### config.mk
export PLATFORM = sky130hd
export DESIGN_NAME = irq_ctrl
export DESIGN_NICKNAME = d
export VERILOG_FILES = /design/src/rtl/irq_pkg.sv /design/src/rtl/irq_edge_latch.sv /design/src/rtl/irq_prio_arb.sv /design/src/rtl/irq_ctrl.sv
export SDC_FILE = /design/constraint.sdc
export NUM_CORES = 1
export LEC_CHECK = 0
export BUFFER_PORTS_ARGS = -buffer_cell sky130_fd_sc_hd__buf_2
export CAP_MARGIN = 0
export CORE_ASPECT_RATIO = 1.1
export CORE_MARGIN = 2
export CORE_UTILIZATION = 42
export DETAILED_ROUTE_END_ITERATION = 10
export GPL_ROUTABILITY_DRIVEN = 0
export PLACE_DENSITY = 0.79
export SLEW_MARGIN = 0
export SYNTH_ARGS = -nofsm -noshare
export SYNTH_HDL_FRONTEND = slang
export SYNTH_SLANG_ARGS = --single-unit
### constraint.sdc
create_clock -name clk_i -period 1.9 [get_ports clk_i]
set_input_delay 0.38 -clock clk_i [delete_from_list [all_inputs] [get_ports clk_i]]
set_output_delay 0.38 -clock clk_i [all_outputs]
set_load 0.02 [all_outputs]
### src/rtl/irq_pkg.sv
package irq_pkg;
  localparam int unsigned NUM_SRC = 5;
  localparam int unsigned VEC_W   = 16;
  localparam int unsigned NUM_RST = 3;
  localparam int unsigned MWD_W   = NUM_RST + 1;

  // source index doubles as priority rank, 0 highest
  typedef enum logic [2:0] {
    SRC_TRAP = 3'd0,
    SRC_R75  = 3'd1,
    SRC_R65  = 3'd2,
    SRC_R55  = 3'd3,
    SRC_INTR = 3'd4
  } src_e;

  localparam logic [VEC_W-1:0] VEC_TRAP = 16'h0024;
  localparam logic [VEC_W-1:0] VEC_R75  = 16'h003C;
  localparam logic [VEC_W-1:0] VEC_R65  = 16'h0034;
  localparam logic [VEC_W-1:0] VEC_R55  = 16'h002C;

  function automatic logic [VEC_W-1:0] src_vector(input int unsigned idx);
    case (idx)
      SRC_TRAP: return VEC_TRAP;
      SRC_R75:  return VEC_R75;
      SRC_R65:  return VEC_R65;
      SRC_R55:  return VEC_R55;
      default:  return '0;
    endcase
  endfunction
endpackage

### src/rtl/irq_edge_latch.sv
module irq_edge_latch #(
  parameter bit HOLD_LEVEL = 1'b0  // 1: request also needs the line still high
) (
  input  logic clk_i,
  input  logic rst_ni,
  input  logic lvl_i,
  input  logic clr_i,
  output logic req_o
);
  logic prev_q, pend_q, pend_d, edge_w;

  assign edge_w = lvl_i & ~prev_q;

  generate
    if (HOLD_LEVEL) begin : g_hold
      always_comb begin
        if (edge_w)     pend_d = 1'b1;
        else if (clr_i) pend_d = 1'b0;
        else            pend_d = pend_q & lvl_i;
      end
      assign req_o = pend_q & lvl_i;
    end else begin : g_sticky
      always_comb begin
        if (edge_w)     pend_d = 1'b1;
        else if (clr_i) pend_d = 1'b0;
        else            pend_d = pend_q;
      end
      assign req_o = pend_q;
    end
  endgenerate

  always_ff @(posedge clk_i or negedge rst_ni) begin
    if (!rst_ni) begin
      prev_q <= 1'b0;
      pend_q <= 1'b0;
    end else begin
      prev_q <= lvl_i;
      pend_q <= pend_d;
    end
  end

  p_pend_needs_edge_r6: assert property (@(posedge clk_i) disable iff (!rst_ni)
    $rose(pend_q) |-> $past(lvl_i & ~prev_q));
endmodule

### src/rtl/irq_prio_arb.sv
module irq_prio_arb #(
  parameter int unsigned N = irq_pkg::NUM_SRC
) (
  input  logic         clk_i,
  input  logic         rst_ni,
  input  logic [N-1:0] req_i,
  output logic [N-1:0] grant_o,
  output logic         any_o
);
  // bit 0 is highest priority
  generate
    for (genvar i = 0; i < N; i++) begin : g_grant
      if (i == 0) begin : g_top
        assign grant_o[i] = req_i[i];
      end else begin : g_rest
        assign grant_o[i] = req_i[i] & ~(|req_i[i-1:0]);
      end
    end
  endgenerate

  assign any_o = |req_i;

  p_grant_onehot_r1: assert property (@(posedge clk_i) disable iff (!rst_ni)
    $onehot0(grant_o));
  p_grant_when_req_r1: assert property (@(posedge clk_i) disable iff (!rst_ni)
    (|req_i) |-> (|grant_o));
endmodule

### src/rtl/irq_ctrl.sv
module irq_ctrl
  import irq_pkg::*;
(
  input  logic             clk_i,
  input  logic             rst_ni,
  input  logic             trap_i,
  input  logic             rst75_i,
  input  logic             rst65_i,
  input  logic             rst55_i,
  input  logic             intr_i,
  input  logic             sample_i,
  input  logic             ie_set_i,
  input  logic             ie_clr_i,
  input  logic             mask_we_i,
  input  logic [MWD_W-1:0] mask_wdata_i,
  output logic             take_o,
  output logic [VEC_W-1:0] vector_o,
  output logic             pc_hold_o,
  output logic             inta_o
);
  localparam int unsigned MSK_R75 = 2;
  localparam int unsigned MSK_R65 = 1;
  localparam int unsigned MSK_R55 = 0;
  localparam int unsigned CLR_R75 = NUM_RST;

  logic [NUM_RST-1:0] mask_q;
  logic               ie_q, ie_d;
  logic               trap_req, r75_pend;
  logic [NUM_SRC-1:0] req, grant;
  logic               any_req, accept, accept_mask;
  logic [VEC_W-1:0]   vec_sel;
  logic               clr_trap, clr_r75;

  irq_edge_latch #(.HOLD_LEVEL(1'b1)) u_trap (
    .clk_i (clk_i), .rst_ni(rst_ni), .lvl_i(trap_i),
    .clr_i (clr_trap), .req_o(trap_req)
  );

  irq_edge_latch #(.HOLD_LEVEL(1'b0)) u_r75 (
    .clk_i (clk_i), .rst_ni(rst_ni), .lvl_i(rst75_i),
    .clr_i (clr_r75), .req_o(r75_pend)
  );

  always_comb begin
    req           = '0;
    req[SRC_TRAP] = trap_req;
    req[SRC_R75]  = r75_pend & ~mask_q[MSK_R75] & ie_q;
    req[SRC_R65]  = rst65_i  & ~mask_q[MSK_R65] & ie_q;
    req[SRC_R55]  = rst55_i  & ~mask_q[MSK_R55] & ie_q;
    req[SRC_INTR] = intr_i & ie_q;
  end

  irq_prio_arb #(.N(NUM_SRC)) u_arb (
    .clk_i(clk_i), .rst_ni(rst_ni), .req_i(req),
    .grant_o(grant), .any_o(any_req)
  );

  assign accept      = sample_i & any_req;
  assign accept_mask = accept & ~grant[SRC_TRAP];
  assign clr_trap    = accept & grant[SRC_TRAP];
  assign clr_r75     = (accept & grant[SRC_R75]) | (mask_we_i & mask_wdata_i[CLR_R75]);

  always_comb begin
    vec_sel = '0;
    for (int unsigned i = 0; i < NUM_SRC; i++)
      if (grant[i]) vec_sel = src_vector(i);
  end

  // acceptance beats software, clear beats set
  always_comb begin
    if (accept_mask)   ie_d = 1'b0;
    else if (ie_clr_i) ie_d = 1'b0;
    else if (ie_set_i) ie_d = 1'b1;
    else               ie_d = ie_q;
  end

  always_ff @(posedge clk_i or negedge rst_ni) begin
    if (!rst_ni) begin
      mask_q    <= '1;
      ie_q      <= 1'b0;
      take_o    <= 1'b0;
      vector_o  <= '0;
      pc_hold_o <= 1'b0;
      inta_o    <= 1'b0;
    end else begin
      if (mask_we_i) mask_q <= mask_wdata_i[NUM_RST-1:0];
      ie_q      <= ie_d;
      take_o    <= accept;
      vector_o  <= accept ? vec_sel : '0;
      pc_hold_o <= accept & grant[SRC_INTR];
      inta_o    <= pc_hold_o;
    end
  end

  p_take_on_sample_r3: assert property (@(posedge clk_i) disable iff (!rst_ni)
    take_o |-> $past(sample_i));
  p_inta_after_hold_r4: assert property (@(posedge clk_i) disable iff (!rst_ni)
    inta_o |-> $past(pc_hold_o));
  p_hold_is_intr_r4: assert property (@(posedge clk_i) disable iff (!rst_ni)
    pc_hold_o |-> (take_o && vector_o == '0));
  p_ie_off_after_take_r9: assert property (@(posedge clk_i) disable iff (!rst_ni)
    (take_o && vector_o != VEC_TRAP) |-> !ie_q);
endmodule

---- After elaboration in Yosys (flattened, before gate mapping) ----
Cells that the tools add are included.
storage, ports and cells
  flip-flop bits (word level) ............. 27
  output and inout port bits .............. 19
  logic and storage cells ................. 59
operators by class
  muxes and demuxes ....................... 13
  bitwise gates (word level) .............. 30
  reduce and logical (&&, ||, !) cells .... 6
operators with widths
  kind                number
  16-bit two-way mux  5
  1-bit AND           20
  1-bit NOT           9
  1-bit two-way mux   7
  6-bit two-way mux   1
  5-bit OR reduction  1
  4-bit OR reduction  1
  3-bit nonzero test  1
  3-bit OR reduction  1
  2-bit nonzero test  1
  2-bit OR reduction  1
  1-bit OR            1

---- Logic depth before layout (Yosys ltp) ----
Gate-level depths: netlist of the first run.
  depth in word-level cells ............... 10
  mapped depth ............................ 3
  depth with buffers taken out ............ 3

---- By module ----
From an unflattened synthesis of the first run, not the netlist that was laid out.
second synthesis, totals
  cell total of the unflattened synthesis .. 63
  area total of the unflattened synthesis .. 715.7 um2
modules (own cells, without submodules)
  module          instances  cells an instance  area an instance (um2)  sequential area each (um2)
  irq_ctrl        1          46                 520.5                   254.0
  irq_edge_latch  2          5                  70.1                    50.0
  irq_prio_arb    1          7                  55.1                    0.0

---- Worst setup path before layout of the first run ----
Ideal clock, no wire load.
  kind .................................... reg-to-reg
  from .................................... register mask_q[1]
  to ...................................... register take_o
  library setup time ...................... 121 ps
  data arrival time ....................... 1257 ps
  slack ................................... 522 ps
  stages on the path, launching flop included .. 4
  path buffers ............................ 0
  cell sequence ........................... dfstp_2 nor2b_4 or4_4 a22o_1
on the way
  longest elaborated chain between the ends .. 5
ends and longest elaborated chain
  what                     RTL line            text
  from (decl)              irq_ctrl.sv:26      logic [NUM_RST-1:0] mask_q;
  from (signal assigned)   irq_ctrl.sv:86      if (mask_we_i) mask_q <= mask_wdata_i[NUM_RST-1:0];
  1-bit NOT                irq_ctrl.sv:48      req[SRC_R65] = rst65_i & ~mask_q[MSK_R65] & ie_q;
  1-bit AND (2 in series)  irq_ctrl.sv:48
  5-bit OR reduction       irq_prio_arb.sv:21  assign any_o = |req_i;
  1-bit AND                irq_ctrl.sv:58      assign accept = sample_i & any_req;
  via accept               irq_ctrl.sv:30      logic any_req, accept, accept_mask;
  to (signal assigned)     irq_ctrl.sv:88      take_o <= accept;
  to (decl)                irq_ctrl.sv:16      output logic take_o,
The timed path passes the listed nets, and every way through them passes these cells.
A chain may end at the register's enable or synchronous reset.

---- Worst setup path after layout of the first run ----
Ends and elaborated chain as after synthesis.

==> results of run 1 <==
==> critical path: stages (launching register included) <==
cell	delay, ps
dfstp_2	560
nor2b_4	50
or4_4	510
a22o_1	190
==> Yosys cell counts (all sizes together) <==
master	instances	area (um2)
o311ai	1	8.760
buf	13	97.59
nor2	2	7.510
nand2	3	11.26
a22o	1	8.760
o21ai	1	5.000
mux2	3	33.78
conb	1	3.750
nor2b	3	26.27
inv	1	3.750
a21boi	3	22.52
nand2b	1	6.260
and3	1	6.260
a211oi	1	12.51
o31ai	1	7.510
or4	1	11.26
and2	2	12.51
dfrtp	11	275.3
o21a	2	15.01
dfstp	3	78.83
==> layer usage <==
metal	global-route usage, %	part of all wire (%)
met5	0	0
met4	9.677	0.76
met2	22.19	52
met1	13.14	40
met3	3.968	6.6
==> sequential cells by signal, indices dropped and copies added, names as in the netlist <==
name,flops
inta_o,1
u_r75.prev_q,1
pc_hold_o,1
vector_o,3
take_o,1
u_trap.prev_q,1
mask_q,3
u_r75.req_o,1
u_trap.pend_q,1
ie_q,1
==> area by class of cell <==
cell class	count	area, um2
clock buffers	4	36.28
fillers	129	649.4
multi-input cells	38	240.2
well taps	16	20.02
inverters	1	3.754
flip-flops and latches	14	354.1
repair buffers	22	115.1
==> worst max path at each step <==
stage               startpoint  endpoint  depth (start not counted)
finish               mask_q[1]    take_o                          3
global route         mask_q[2]    take_o                          3
CTS                  mask_q[2]    take_o                          3
detailed placement     rst65_i    take_o                          4
global placement       rst65_i    take_o                          4
floorplan            mask_q[1]    take_o                          3
==> repair_timing <==
action / CTS / global route
hold buffers: 1 / 0
endpoints found under the hold margin: 11 / 0
setup buffers: 0 / 0
==> report_power, final <==
part	leakage (nW)	switching, mW	internal (mW)
clock	0.0210	0.101	0.117
combinational	0.215	0.0657	0.0399
sequential	0.173	0.0105	0.323
total	0.409	0.177	0.480
==> cells by family (layout without fill, tap and decap cells) <==
group	Yosys count	count (layout)	share of synthesized area, %
other cells	1	12	0.5731
mux	3	3	5.162
compound gates	10	10	12.24
simple gates	13	13	12.43
flops	14	14	54.11
buf+inv	14	27	15.49
==> metrics.csv, run 1 <==
metric;value;unit
status;finished, final reports clean;
final_common_cell;buf_2;
drc_errors;0;
viasPerCell;4.611;
hold_start;rst75_i;
worst-endpoint-arrival;1600;ps
post-place-cells;90;
skew;10.23;ps
fin_nets;95;
core-area;1419;um2
path_class;reg -> reg;
antenna_found_initial;0;
grt_pass1_wl;1.731;mm
required;2080;ps
reg2reg_from;mask_q[1];
dpl_cell_area;723.2;um2
port_buffers;21;
stdcell_area;769.5;um2
wl_per_cell;11.01;um
report.final.hold_viol_count;0;
whs;217.8;ps
ys_seq_area_share;54.11;%
dp_hpwl;847.3;um
whs_endpoint;u_r75.prev_q;
ys_types;22;
syn_inst;55;
finalPower;657.4;uW
grt_max_degree;15;
fp-row-count;14;
grt.overflow.total;0;
slew_violations;0;
track_usage;12.78;%
rsz0062_at_grt;no;
worstSetupStartpointType;flip-flop;
synth-seq-cells;14;
antenna_left;0;
dp_slack;472.6;ps
reg2reg_slack;490;ps
critPathMaxFanout;4;
synth_area;654.4;um2
routed_wl;1.046;mm
r2r-end;take_o;
layout_common_cells;buf_2, conb_1, dfrtp_1;
finalSetupTns;0;ps
cts.sinks;14;
start_util;46.12;%
die_y;45.40;um
synth.avg_cell_area;11.90;um2
post_cts_resized;0;
setup_violations;0;
htree_levels;1;
drive_gt1_share;39.24;%
io_pins;34;
setup_slack;487.4;ps
vias;438;
utilization;54.23;%
die_area;1890;um2
grt_pass1_vias;403;
maxCapViolations;0;
power_density;854.3;nW/um2
cts_root_buf;clkbuf_4;
ir_worst_vdd;0.4898;mV
hold_path.class;in -> reg;
clk_path_buf_depth;2;
ys_warn_count;0;
cts_tree;yes;
worstHoldPathCells;1;
finalCriticalPeriod;1413;ps
cts_buffers;3;
layout.cells.non_filler;95;
min_period_over_period;74.35;%
die_w;41.64;um
end_kind;flip-flop;
rr_worst_depth;3;
clk_pin_slew;90;ps
fmax;707.9;MHz
dr.pass1.iters;4;
diodes;0;
p_leak;0.4089;nW
dr.first_iter.drc_count;7;
clk-insertion-delay-late;290;ps
syn_to_final_growth;17.59;%
Power figures use the tool's default switching activity.
==> run 2, diff against run 1 <==
- ABC_AREA: unset -> 1
- CORE_UTILIZATION: 42 -> 43
- PLACE_DENSITY: 0.79 -> 0.8
- clock period: 1.9 -> 1.41 ns (I/O delays scaled with it)
==> metrics.csv, run 2 <==
metric;value;unit
layout.cells.non_filler;112;
worstSetupStartpointType;flip-flop;
core-area;1520;um2
clk-insertion-delay-late;280;ps
antenna_left;0;
yosysMostFrequentCell;buf_4;
cts_setup_buffers;0;
synth_fa_ha_area_share;0;%
fill_cells;153;
synth_xor_area_share;0;%
cts_tree;yes;
synth.avg_cell_area;9.551;um2
synth-seq-cells;14;
vias;508;
yosys-top-cells-count;buf_4, dfrtp_1, nand2_1;
grt_pass1_vias;473;
end_kind;flip-flop;
wl_met1;450;um
drive_gt1_share;38.95;%
fin_nets;111;
p_leak;0.4351;nW
die_y;45.65;um
final_common_cell;buf_2;
hold_path.class;in -> reg;
grt_max_degree;15;
cp_slowest_cell;dfstp_2;
maxCapViolations;0;
slew_violations;0;
start_util;44.61;%
track_usage;14.34;%
post_cts_resized;0;
crit_chain;inv_1 -> nand2_1 -> nor2_2 -> nor2_2 -> o21ai_2 -> and2_2;
internal_power;602.7;uW
fp-row-count;15;
worst-endpoint-arrival;1440;ps
synth_top_family_by_area;buffers and inverters;
layout_common_cells;buf_2, conb_1, dfrtp_1, nand2_1, inv_1;
viasPerCell;4.536;
required;1580;ps
cts.sinks;14;
cp_slowest_stage_delay;520;ps
ys_seq_area_share;52.21;%
drc_errors;0;
die_area;1911;um2
wl_met3;97;um
syn_inst;71;
synth_top_area_share;40.59;%
wl_met2;544;um
port_buffers;21;
routed_wl;1.122;mm
rsz0062_at_grt;no;
synth_mux_area_share;1.661;%
hold_buffers;1;
post-place-cells;107;
setup_slack;142.1;ps
dp_hpwl;889.6;um
io_pins;34;
swShare;29.84;%
cts_buffers;3;
path_class;reg -> reg;
antenna_found_initial;0;
synth_async_sr_flop_share;100.0;%
die_w;41.87;um
clkPwrFrac;27.5;%
clk_pin_slew;80;ps
synth_top_area_cell;dfrtp_1;
dp_slack;169.2;ps
htree_levels;1;
p_seq_share;52.9;%
ys_warn_count;0;
critPathMaxFanout;4;
syn_to_final_growth;15.68;%
clk_path_buf_depth;2;
synth_compound_area_share;8.672;%
fmax;788.7;MHz
finalCriticalPeriod;1268;ps
report.final.hold_viol_count;0;
skew;3.817;ps
power.switching;256.3;uW
dr.first_iter.drc_count;2;
grt.overflow.total;0;
min_period_over_period;89.92;%
synth_area;678.2;um2
power_density;1095;nW/um2
dr.pass1.iters;4;
top_layer;met4;
setup_violations;0;
cpMostUsedCell;nor2_2;
ir_worst_vdd;0.6445;mV
ys_types;20;
finalSetupTns;0;ps
grt_pass1_wl;1.966;mm
synth-simple-area-share;18.08;%
cp_top_family;flip-flops;
synth-edff-count;0;
diodes;0;
worstPathBufferInverterCount;1;
p_comb_share;19.5;%
top_regs;mask_q x3, vector_o x3;
cts_root_buf;clkbuf_4;
synthFlopType;dfrtp_1;
status;finished, final reports clean;
synth.area.top_cells;dfrtp_1, buf_4, dfstp_2, nand2_1, inv_1;
wl_per_cell;10.02;um
## run 2: changes by cell type after synthesis, moves of 3 or more
cell     previous run  this run
nand2_1             3        10
mux2_1              3         0
inv_1               1         8
nor2_2              0         3
o21ai_0             0         4
## run 2: final timing paths
check                      cells after the start  slack, ps       from      endpoint
max in group asynchronous                      2        700     rst_ni     mask_q[0]
min                                            1        110    rst75_i  u_r75.prev_q
max reg2reg                                    6        140  mask_q[1]   vector_o[2]
min reg2reg                                    0        370  pc_hold_o        inta_o
min in group asynchronous                      2        420     rst_ni   vector_o[3]
max                                            6        140  mask_q[1]   vector_o[2]
## run 2: metal layers
layer  track usage (%)  up-vias
met2             24.69       25
met1             16.16      234
met5                 0        -
li1                  -      244
met4             9.677        0
met3             3.175        5
## run 2: layout make-up
type	count	area [um2]	area share [%]
inverter	8	30.03	3.828
sequential	14	354.1	45.14
multi-input combinational	47	237.7	30.30
clock buffer	4	26.28	3.349
timing repair buffer	22	115.1	14.67
tap	17	21.27	2.711
## run 2: power by group through the flow
stage	clock network [mW]	registers [mW]	logic, mW
4_1_cts	0.243	0.456	0.169
5_1_grt	0.259	0.459	0.189
6_report	0.236	0.455	0.168
3_5_place_dp	0	0.463	0.166
2_1_floorplan	0	0.473	0.126
3_3_place_gp	0	0.461	0.161
## run 2: cells by family after synthesis
logic type | Yosys count
buf+inv | 21
other cells | 1
compound gates | 10
mux | 1
flops | 14
simple gates | 24
## run 2: through the flow
stage	power, mW	hold slack [ps]	util, %	area [um2]
floorplan	0.5990	-13.59	-	719.4
global placement	0.6221	184.0	49.22	748.2
detailed placement	0.6292	190.9	49.22	748.2
CTS	0.8678	108.7	51.60	784.5
global route	0.9070	106.6	51.60	784.5
finish	0.8590	114.6	51.60	784.5
